**src/rtl/port_branch_pkg.sv**
```systemverilog
package port_branch_pkg;

    localparam int OP_W = 3;

    typedef struct packed {
        logic use_cond2;
        logic invert;
        logic is_jump;
    } br_op_t;

    typedef enum logic [0:0] {
        ST_IDLE   = 1'b0,
        ST_REPORT = 1'b1
    } dec_state_t;

endpackage

```
**src/rtl/pb_sync.sv**
```systemverilog
module pb_sync #(
    parameter int W      = 3,
    parameter int STAGES = 2
) (
    input  logic         clk_i,
    input  logic         rst_ni,
    input  logic [W-1:0] d_i,
    output logic [W-1:0] q_o
);

    logic [STAGES-1:0][W-1:0] chain_q;

    always_ff @(posedge clk_i or negedge rst_ni) begin
        if (!rst_ni) begin
            chain_q <= '0;
        end else begin
            chain_q[0] <= d_i;
            for (int s = 1; s < STAGES; s++) begin
                chain_q[s] <= chain_q[s-1];
            end
        end
    end

    assign q_o = chain_q[STAGES-1];

endmodule

```
**src/rtl/pb_resolve.sv**
```systemverilog
module pb_resolve
    import port_branch_pkg::*;
(
    input  logic   d0_i,
    input  logic   d1_i,
    input  logic   cmp_i,
    input  logic   cmp_en_i,
    input  br_op_t op_i,
    output logic   cond1_o,
    output logic   cond2_o,
    output logic   verdict_o
);

    logic picked;

    always_comb begin
        cond1_o   = d0_i;
        cond2_o   = cmp_en_i ? cmp_i : d1_i;
        picked    = op_i.use_cond2 ? cond2_o : cond1_o;
        verdict_o = picked ^ op_i.invert;
    end

endmodule

```
**src/rtl/pb_decide.sv**
```systemverilog
module pb_decide
    import port_branch_pkg::*;
(
    input  logic clk_i,
    input  logic rst_ni,
    input  logic valid_i,
    input  logic verdict_i,
    output logic take_o
);

    dec_state_t state_q, state_d;
    logic       verdict_q;

    always_comb begin
        state_d = state_q;
        unique case (state_q)
            ST_IDLE:   if (valid_i) state_d = ST_REPORT;
            ST_REPORT: state_d = valid_i ? ST_REPORT : ST_IDLE;
            default:   state_d = ST_IDLE;
        endcase
    end

    always_ff @(posedge clk_i or negedge rst_ni) begin
        if (!rst_ni) begin
            state_q   <= ST_IDLE;
            verdict_q <= 1'b0;
        end else begin
            state_q <= state_d;
            if (valid_i) verdict_q <= verdict_i;
        end
    end

    always_comb begin
        take_o = 1'b0;
        unique case (state_q)
            ST_IDLE:   take_o = 1'b0;
            ST_REPORT: take_o = verdict_q;
            default:   take_o = 1'b0;
        endcase
    end

endmodule

```
**src/rtl/port_branch_eval.sv**
```systemverilog
module port_branch_eval
    import port_branch_pkg::*;
#(
    parameter int SYNC_STAGES = 2
) (
    input  logic            clk_i,
    input  logic            rst_ni,
    input  logic            pin_d0_i,
    input  logic            pin_d1_i,
    input  logic            cmp_en_i,
    input  logic            cmp_out_i,
    input  logic            op_valid_i,
    input  logic [OP_W-1:0] op_class_i,
    output logic            take_o,
    output logic            cond1_o,
    output logic            cond2_o
);

    localparam int SYNC_W = 3;

    logic [SYNC_W-1:0] raw_in, sync_out;
    logic              verdict;
    br_op_t            op;

    assign raw_in = {cmp_out_i, pin_d1_i, pin_d0_i};
    assign op     = br_op_t'(op_class_i);

    pb_sync #(.W(SYNC_W), .STAGES(SYNC_STAGES)) sync_i (
        .clk_i  (clk_i),
        .rst_ni (rst_ni),
        .d_i    (raw_in),
        .q_o    (sync_out)
    );

    pb_resolve resolve_i (
        .d0_i      (sync_out[0]),
        .d1_i      (sync_out[1]),
        .cmp_i     (sync_out[2]),
        .cmp_en_i  (cmp_en_i),
        .op_i      (op),
        .cond1_o   (cond1_o),
        .cond2_o   (cond2_o),
        .verdict_o (verdict)
    );

    pb_decide decide_i (
        .clk_i     (clk_i),
        .rst_ni    (rst_ni),
        .valid_i   (op_valid_i),
        .verdict_i (verdict),
        .take_o    (take_o)
    );

endmodule

```
**config.mk**
```make
export PLATFORM = sky130hd
export DESIGN_NAME = port_branch_eval
export DESIGN_NICKNAME = d
export VERILOG_FILES = /design/src/rtl/port_branch_pkg.sv /design/src/rtl/pb_sync.sv /design/src/rtl/pb_resolve.sv /design/src/rtl/pb_decide.sv /design/src/rtl/port_branch_eval.sv
export SDC_FILE = /design/constraint.sdc
export NUM_CORES = 1
export LEC_CHECK = 0
export BUFFER_PORTS_ARGS = -buffer_cell sky130_fd_sc_hd__buf_2
export CAP_MARGIN = 20
export CORE_AREA = 2 2 39 41
export DETAILED_ROUTE_END_ITERATION = 12
export DIE_AREA = 0 0 41 43
export GPL_TIMING_DRIVEN = 1
export SYNTH_ARGS = -nofsm -noshare
export SYNTH_HDL_FRONTEND = slang
export SYNTH_SLANG_ARGS = --single-unit
export TNS_END_PERCENT = 5
```
**constraint.sdc**
```tcl
create_clock -name clk_i -period 1.81 [get_ports clk_i]
set_input_delay 0.181 -clock clk_i [delete_from_list [all_inputs] [get_ports clk_i]]
set_output_delay 0.181 -clock clk_i [all_outputs]
set_load 0.01 [all_outputs]
```
==> results.json, run 1 <==
{
  "hold_violations": 0,
  "cp.required_ns": 1.63,
  "outcome": "finished clean",
  "htree_levels": 1,
  "multi_input_area_um2": 71.32,
  "rsz0062_at_grt": "false",
  "finalCritPeriodShare_pct": 66.22,
  "p_sw_share_pct": 20.37,
  "p_leak_nw": 0.1794,
  "cap_violations": 0,
  "r2r_cells": 3,
  "worst_slew_pin_slew_ns": 0.2337,
  "r2r_slack_ns": 0.78,
  "dieArea_um2": 1763,
  "ys_types": 10,
  "r2r-end": "decide_i.verdict_q",
  "vdd_drop_max_mv": 0.3077,
  "cp-start-kind": "register",
  "drt_wl_total_um": 444,
  "relSlewSlack_pct": 84.20,
  "seq_power_share_pct": 53.9,
  "worst_ep_arrival_time_ns": 1.02,
  "portBuffers": 11,
  "layout_min_cycle_time_ns": 1.199,
  "synth_nets": 27,
  "first_global_vias": 183,
  "cts_setup_buffers": 0,
  "seqCellArea_um2": 200.2,
  "clock-sinks": 8,
  "internal_power_uw": 285.5,
  "nNetsFinal": 44,
  "syn2layout_area_growth_pct": 39.63,
  "dr.pass1.iters": 1,
  "cts_tree": "built",
  "ctsHoldBuffers": 1,
  "drtIter0Drc": 0,
  "clk_pin_slew_worst_paths_ns": 0.05,
  "synth_area_um2": 271.5,
  "via_count": 196,
  "worstSetupPathType": "reg -> out",
  "finalSetupViolCount": 0,
  "cts_resized": 0,
  "ys_top_cells_by_area": "dfrtp_1 (74%), mux2_4 (5.5%), nor4bb_1 (3.7%)",
  "via_per_inst": 4.083,
  "cts.path.max_buffers": 2,
  "fp-row-count": 14,
  "synth_top_cell_by_area": "dfrtp_1",
  "die_w_um": 41,
  "syn_inst": 17,
  "dp.cells": 44,
  "initial_core_util_pct": 19.62,
  "skew_ns": 0.003812,
  "antenna_cells": 0,
  "p_clk_share_pct": 35.5,
  "root_buffer": "clkbuf_4",
  "grt_pass1_wl_um": 710,
  "fmax_ghz": 0.8343,
  "synth_top_area_share_pct": 73.73,
  "worstHoldStart": "pin_d0_i",
  "p_sw_uw": 73.02,
  "ant_nets": 0,
  "final_util_pct": 27.40,
  "rr_startpoint": "sync_i.q_o[0]",
  "final_cells": 48,
  "grt_remaining_overflow": 0,
  "io_pins": 13,
  "routedWlPerCell_um": 9.250,
  "power-per-cell-area_nw_per_um2": 945.7,
  "fillers": 155,
  "endpoint_kind": "primary output",
  "insertion_delay_ns": 0.24,
  "power_frac_comb_pct": 10.5,
  "cp_max_fo": 3,
  "final.setup.tns_ns": 0,
  "worstHoldPathCells": 1,
  "die_height_um": 43,
  "core_um2": 1384,
  "fin_total_pwr_uw": 358.5,
  "numCtsBuffers": 3,
  "antenna_found_initial": 0,
  "min_to": "sync_i.chain_q[0]",
  "min_path_type": "in -> reg",
  "drv_slew": 0,
  "drcViolationCount": 0,
  "track_usage_pct": 6.897,
  "ys_ff_latch": 8,
  "worst_hold_slack_ns": 0.03887,
  "drive_above_1_share_pct": 46.88,
  "globalplace.congestion": 0.5466,
  "ys_warn_count": 0,
  "grt_max_degree": 9,
  "ys_seq_area_share_pct": 73.73,
  "synth_area_per_cell_um2": 15.97
}
-- cell usage after synthesis (all sizes together) --
library cell and instances:
a311oi 1, and2 1, dfrtp 8, mux2 1, nand3 1, nand4b 1, nor2 1, nor2b 1
nor4bb 1, o211ai 1
-- cells in the final DEF (no fill, tap or decap), drive strengths merged --
cell         instances
a311oi               1
and2                 1
buf                 11
clkbuf               3
dfrtp                8
dlygate4sd3          1
mux2                 1
nand3                1
nand4b               1
nor2                 1
nor2b                1
nor4bb               1
o211ai               1
-- final cells by class --
class                      instances  area share, %
clock buffer                       3          5.941
multi-input combinational          9          18.81
sequential                         8          52.81
tap                               16          5.281
timing repair buffer              12          17.16
-- sequential cells by signal, indices dropped and copies added, names as in the netlist --
register            flops
decide_i.state_q        1
decide_i.verdict_q      1
sync_i.chain_q          3
sync_i.q_o              3
-- critical path, cell delays in order, from the launching register on --
cell,delay [ns]
dfrtp_1,0.35
mux2_4,0.28
buf_2,0.14
-- layer usage --
layer | vias to the layer above | part of all wire (%) | GRT usage [%]
met1 | 91 | 46 | 6.645
met2 | 12 | 41 | 8.438
li1 | 93 | - | -
met4 | 0 | 0 | 8.000
met5 | - | 0 | 0
met3 | 0 | 13 | 4.712
-- through the flow --
stage,worst slack [ns],cell area (µm²)
CTS,0.5917,379.1
finish,0.6114,379.1
floorplan,0.7947,271.5
global route,0.5576,379.1
global placement,0.8029,346.6
detailed placement,0.7837,346.6
-- power groups by stage --
stage / combinational (mW) / sequential [mW] / clock, mW
floorplan: 0.0150 / 0.196 / 0
global placement: 0.0354 / 0.196 / 0
detailed placement: 0.0369 / 0.196 / 0
CTS: 0.0387 / 0.193 / 0.138
global route: 0.0429 / 0.194 / 0.153
finish: 0.0378 / 0.193 / 0.127
-- cells by family (layout without fill, tap and decap cells) --
family	after synthesis	in the layout	synth area share (%)
AO/OA/AOI/OAI	2	2	5.992
multiplexers	1	1	5.528
flip-flops	8	8	73.73
buffers and inverters	0	15	0
AND/OR/NAND/NOR	6	6	14.75
-- worst max path at each step --
| stage | start | slack, ns | endpoint |
|---|---|---|---|
| 5_1_grt | sync_i.q_o[1] | 0.56 | cond2_o |
| 3_5_place_dp | sync_i.q_o[0] | 0.78 | decide_i.verdict_q |
| 6_report | sync_i.q_o[1] | 0.61 | cond2_o |
| 4_1_cts | sync_i.q_o[1] | 0.59 | cond2_o |
| 2_1_floorplan | sync_i.q_o[0] | 0.79 | decide_i.verdict_q |
| 3_3_place_gp | sync_i.q_o[0] | 0.80 | decide_i.verdict_q |
No activity file was read; power rests on OpenSTA's default activity.
==> inputs of run 2 (changes only) <==
- clock period: 1.81 -> 1.12 ns (I/O delays scaled with it)
==> run 2 against run 1 <==
Against the previous run: sequential cell count did not move; hold slack barely moved; via count rose by 7.1%; global-route usage rose by 0.51 points; setup slack got worse by 0.59 ns; critical endpoint unchanged; combinational power rose by 100%; clock power rose by 62%.
==> results.json, run 2 (synthesis results as in run 1) <==
{
  "cp_max_fo": 2,
  "io_pins": 13,
  "cap_violations": 0,
  "rr_startpoint": "sync_i.q_o[1]",
  "vdd_drop_max_mv": 0.4964,
  "crit_chain": "mux2_4, buf_6",
  "via_per_inst": 4.038,
  "grt_remaining_overflow": 0,
  "cts_tree": "built",
  "die_w_um": 41,
  "track_usage_pct": 7.404,
  "rsz0062_at_grt": "true",
  "power-per-cell-area_nw_per_um2": 1407,
  "drv_slew": 0,
  "nNetsFinal": 48,
  "drtIter0Drc": 0,
  "fin_total_pwr_uw": 594.9,
  "clk_pin_slew_worst_paths_ns": 0.05,
  "clock-sinks": 8,
  "antenna_found_initial": 0,
  "initial_core_util_pct": 19.62,
  "worst_hold_slack_ns": 0.03870,
  "cts.path.max_buffers": 2,
  "portBuffers": 11,
  "hold_violations": 0,
  "min_path_type": "in -> reg",
  "worst_ep_arrival_time_ns": 0.99,
  "p_leak_nw": 0.1989,
  "die_height_um": 43,
  "drcViolationCount": 0,
  "core_um2": 1384,
  "cp-start-kind": "register",
  "endpoint_kind": "primary output",
  "htree_levels": 1,
  "dp.cells": 44,
  "r2r-end": "decide_i.verdict_q",
  "final.setup.tns_ns": 0,
  "dr.pass1.iters": 1,
  "fmax_ghz": 0.9069,
  "finalCritPeriodShare_pct": 98.45,
  "drive_above_1_share_pct": 44.44,
  "worstSetupPathType": "reg -> out",
  "outcome": "finished clean",
  "grt_pass1_wl_um": 759,
  "final_cell_mix": "buf_2 (10), dfrtp_1 (8), dlygate4sd3_1 (4)",
  "syn2layout_area_growth_pct": 55.76,
  "layout_min_cycle_time_ns": 1.103,
  "slowest_delay_ns": 0.35,
  "fp-row-count": 14,
  "grt_max_degree": 9,
  "globalplace.congestion": 0.5467,
  "routedWlPerCell_um": 9.000,
  "cpMaxStageDelayCell": "dfrtp_1",
  "via_count": 210,
  "layout_commonest_cell": "buf_2",
  "worstHoldPathCells": 1,
  "first_global_vias": 206,
  "numCtsBuffers": 3,
  "min_to": "decide_i.state_q",
  "r2r_cells": 4,
  "drt_wl_total_um": 468,
  "final_cells": 52,
  "r2r_slack_ns": 0.04,
  "worst_slew_pin_slew_ns": 0.2337,
  "skew_ns": 0.003463,
  "worstHoldStart": "op_valid_i",
  "ant_nets": 0,
  "finalSetupViolCount": 0,
  "cp.required_ns": 1.01,
  "insertion_delay_ns": 0.24,
  "antenna_cells": 0,
  "root_buffer": "clkbuf_4",
  "dieArea_um2": 1763,
  "relSlewSlack_pct": 84.20
}
[run 2: cell count changes in the layout (fill, tap and decap cells not counted)]
cell,before,now
buf_4,0,1
buf_2,11,10
dlygate4sd3_1,1,4
buf_6,0,1
[run 2: layout make-up]
type                    count  area [µm²]
fillers                   149       960.9
repair buffers             16       108.9
flip-flops and latches      8       200.2
clock buffers               3       22.52
well taps                  16       20.02
multi-input cells           9       71.32
[run 2: through the flow]
step	util, %	setup WS, ns	instance area (µm²)
after floorplan	-	0.1047	271.5
after global placement	25.05	0.1130	346.6
after detailed placement	25.05	0.09374	346.6
after CTS	30.56	-0.0003066	422.9
after global routing	30.56	-0.03165	422.9
final	30.56	0.01735	422.9
[run 2: worst max-delay path by stage]
stage | start | slack (ns) | cells after the start | end
after floorplan | sync_i.q_o[0] | 0.10 | 3 | decide_i.verdict_q
after global placement | sync_i.q_o[0] | 0.11 | 3 | decide_i.verdict_q
after detailed placement | sync_i.q_o[0] | 0.09 | 3 | decide_i.verdict_q
after CTS | sync_i.q_o[1] | -0.0003 | 2 | cond2_o
after global routing | sync_i.q_o[1] | -0.03 | 2 | cond2_o
final | sync_i.q_o[1] | 0.02 | 2 | cond2_o
[run 2: routing by layer]
layer | wire [µm] | GRT usage, % | vias to the layer above
li1 | - | - | 101
met1 | 214 | 6.312 | 97
met2 | 198 | 10.31 | 12
met3 | 55 | 4.712 | 0
met4 | 0 | 8.000 | 0
met5 | 0 | 0 | -
[run 2: report_power, final]
part           internal [mW]  total [mW]  switching (mW)
registers              0.307       0.313         0.00512
clock network          0.122       0.206          0.0839
logic                 0.0454      0.0768          0.0314
[run 2: what timing repair did]
item | CTS | global route
endpoints found under the hold margin | 11 | 0
endpoints found under the setup margin | 1 | 2
cloned | 0 | 0
gates resized for setup | 1 | 0
hold buffers | 4 | 0
buffers inserted | 1 | 0
[run 2: critical path, delay by kind of cell, from the launching register on]
kind	cells	cell delay [ns]
mux	1	0.27
buf+inv	1	0.12
flops	1	0.35
==> inputs of run 3 (changes only) <==
- ABC_AREA: default -> 1
==> run 3 against run 2 <==
Against the previous run: global-route usage about the same; critical path depth increased by 1; setup slack improved by 0.12 ns; first-iteration DRC count is the same; wire length up 7.3%; cell count rose by 25%; sequential cell count did not move; hold slack improved by 0.16 ns.
==> results.json, run 3 <==
{
  "outcome": "finished clean",
  "p_leak_nw": 0.2476,
  "fin_total_pwr_uw": 592.9,
  "initial_core_util_pct": 21.25,
  "skew_ns": 0.0001685,
  "final_util_pct": 31.92,
  "multi_input_area_um2": 67.56,
  "netlist_top_cells_count": "dfrtp_1 (8), nand2_1 (8), inv_1 (6), nand3_1 (5)",
  "p_sw_uw": 126.6,
  "drv_slew": 0,
  "ys_ff_latch": 8,
  "drt_wl_total_um": 502,
  "fp-row-count": 14,
  "postLayoutCellArea_um2": 441.7,
  "vdd_drop_max_mv": 0.4764,
  "worst_ep_arrival_time_ns": 0.87,
  "layout_commonest_cell": "buf_2",
  "cpMostUsedCell": "nand2_1",
  "power-per-cell-area_nw_per_um2": 1342,
  "clock-sinks": 8,
  "cts_setup_buffers": 0,
  "async_flop_share_pct": 100.0,
  "synth_area_per_cell_um2": 9.801,
  "via_count": 237,
  "p_sw_share_pct": 21.35,
  "setup_ws_ns": 0.1361,
  "insertion_delay_ns": 0.24,
  "p_clk_share_pct": 34.9,
  "globalplace.congestion": 0.5722,
  "synth_top_area_share_pct": 68.09,
  "min_path_type": "in -> reg",
  "cp-start-kind": "register",
  "ys_warn_count": 0,
  "nNetsFinal": 61,
  "fmax_ghz": 1.016,
  "endpoint_kind": "primary output",
  "synth_edf_count": 0,
  "yosys.area_share.simple_pct": 22.98,
  "hold_violations": 0,
  "cts.path.max_buffers": 2,
  "fillers": 148,
  "synth_xor_xnor_area_share_pct": 0,
  "synth_nets": 40,
  "internal_power_uw": 466.3,
  "dr.pass1.iters": 1,
  "synth_top_family_by_area": "simple AND/OR/NAND/NOR gates",
  "worst_hold_slack_ns": 0.1996,
  "drtIter0Drc": 0,
  "cp.required_ns": 1.01,
  "critPathTopFamily": "flip-flops",
  "htree_levels": 1,
  "syn_inst": 30,
  "ctsHoldBuffers": 5,
  "io_pins": 13,
  "synth_ff_type": "dfrtp_1",
  "seqCellArea_um2": 200.2,
  "syn2layout_area_growth_pct": 50.21,
  "track_usage_pct": 7.426,
  "core_um2": 1384,
  "hpwl_um": 399.2,
  "cap_violations": 0,
  "numCtsBuffers": 3,
  "final_cells": 65,
  "synth-adder-area-share_pct": 0,
  "rsz0062_at_grt": "false",
  "ys_seq_area_share_pct": 68.09,
  "power_frac_comb_pct": 12.1,
  "grt_max_degree": 9,
  "layout_min_cycle_time_ns": 0.9839,
  "antenna_found_initial": 0,
  "root_buffer": "clkbuf_4",
  "final_cell_mix": "buf_2 (11), nand2_1 (8), dfrtp_1 (8)",
  "worst_slew_pin_slew_ns": 0.1681,
  "via_per_inst": 3.646,
  "dp.cells": 57,
  "cp_max_fo": 2,
  "cts_resized": 0,
  "dp_slack_ns": 0.2146,
  "placed_area_um2": 369.1,
  "finalCritPeriodShare_pct": 87.85,
  "synth_top_cell_by_area": "dfrtp_1",
  "die_w_um": 41,
  "portBuffers": 11,
  "seq_power_share_pct": 53.0,
  "finalSetupViolCount": 0,
  "crit_chain": "nand2_1, nand2_1, buf_2",
  "first_global_vias": 235,
  "cpMaxStageDelayCell": "dfrtp_1",
  "drcViolationCount": 0,
  "ys_types": 7,
  "clk_pin_slew_worst_paths_ns": 0.05,
  "slowest_delay_ns": 0.37,
  "synth.area.mux_share_pct": 0,
  "synth_area_um2": 294.0,
  "routedWlPerCell_um": 7.723,
  "ys_top_cells_by_area": "dfrtp_1 (68%), nand2_1 (10%), nand3_1 (8.5%)",
  "drive_above_1_share_pct": 32.65,
  "relSlewSlack_pct": 88.79,
  "cts_tree": "built",
  "worst-path-buf-inv": 1,
  "synth-compound-area-share_pct": 0,
  "final.setup.tns_ns": 0,
  "ant_nets": 0,
  "grt_remaining_overflow": 0,
  "worstSetupPathType": "reg -> out",
  "grt_pass1_wl_um": 814,
  "antenna_cells": 0,
  "dieArea_um2": 1763,
  "die_height_um": 43
}
-- run 3: cell type report --
| class | instances | share of cell area [%] |
|---|---|---|
| clock buffer | 3 | 5.099 |
| timing repair buffer | 16 | 23.80 |
| multi-input combinational | 15 | 15.30 |
| tap | 16 | 4.533 |
| inverter | 7 | 5.949 |
| sequential | 8 | 45.33 |
-- run 3: kinds of logic after synthesis --
group,Yosys count
DFF,8
buffers and inverters,7
and+or+nand+nor,15
-- run 3: path summary, 6_finish.rpt --
kind / cells past startpoint / to / slack (ns) / from
setup reg to reg: 4 / decide_i.verdict_q / 0.23 / sync_i.q_o[0]
hold / removal: 4 / decide_i.verdict_q / 0.20 / op_class_i[1]
max in group asynchronous: 2 / sync_i.q_o[1] / 0.74 / rst_ni
min in group asynchronous: 2 / sync_i.chain_q[0] / 0.23 / rst_ni
setup / recovery: 3 / cond2_o / 0.14 / sync_i.q_o[2]
hold reg to reg: 0 / sync_i.q_o[2] / 0.35 / sync_i.chain_q[2]
-- run 3: metal layers --
metal / global-route usage, % / wire length (µm) / vias to the layer above
met5: 0 / 0 / -
met4: 8.000 / 0 / 0
met3: 1.571 / 38 / 0
met2: 10.31 / 270 / 9
met1: 8.389 / 193 / 102
li1: - / - / 126
-- run 3: power by group through the flow --
stage               sequential (mW)  clock (mW)  combinational, mW
global placement              0.318           0             0.0579
detailed placement            0.320           0             0.0606
global route                  0.316       0.230             0.0823
floorplan                     0.318           0             0.0261
finish                        0.314       0.207             0.0716
CTS                           0.315       0.222             0.0740
-- run 3: tightest hold or removal path: cells and delay by family --
kind          cells  cell delay (ns)
buf+inv           1             0.09
simple gates      3             0.21
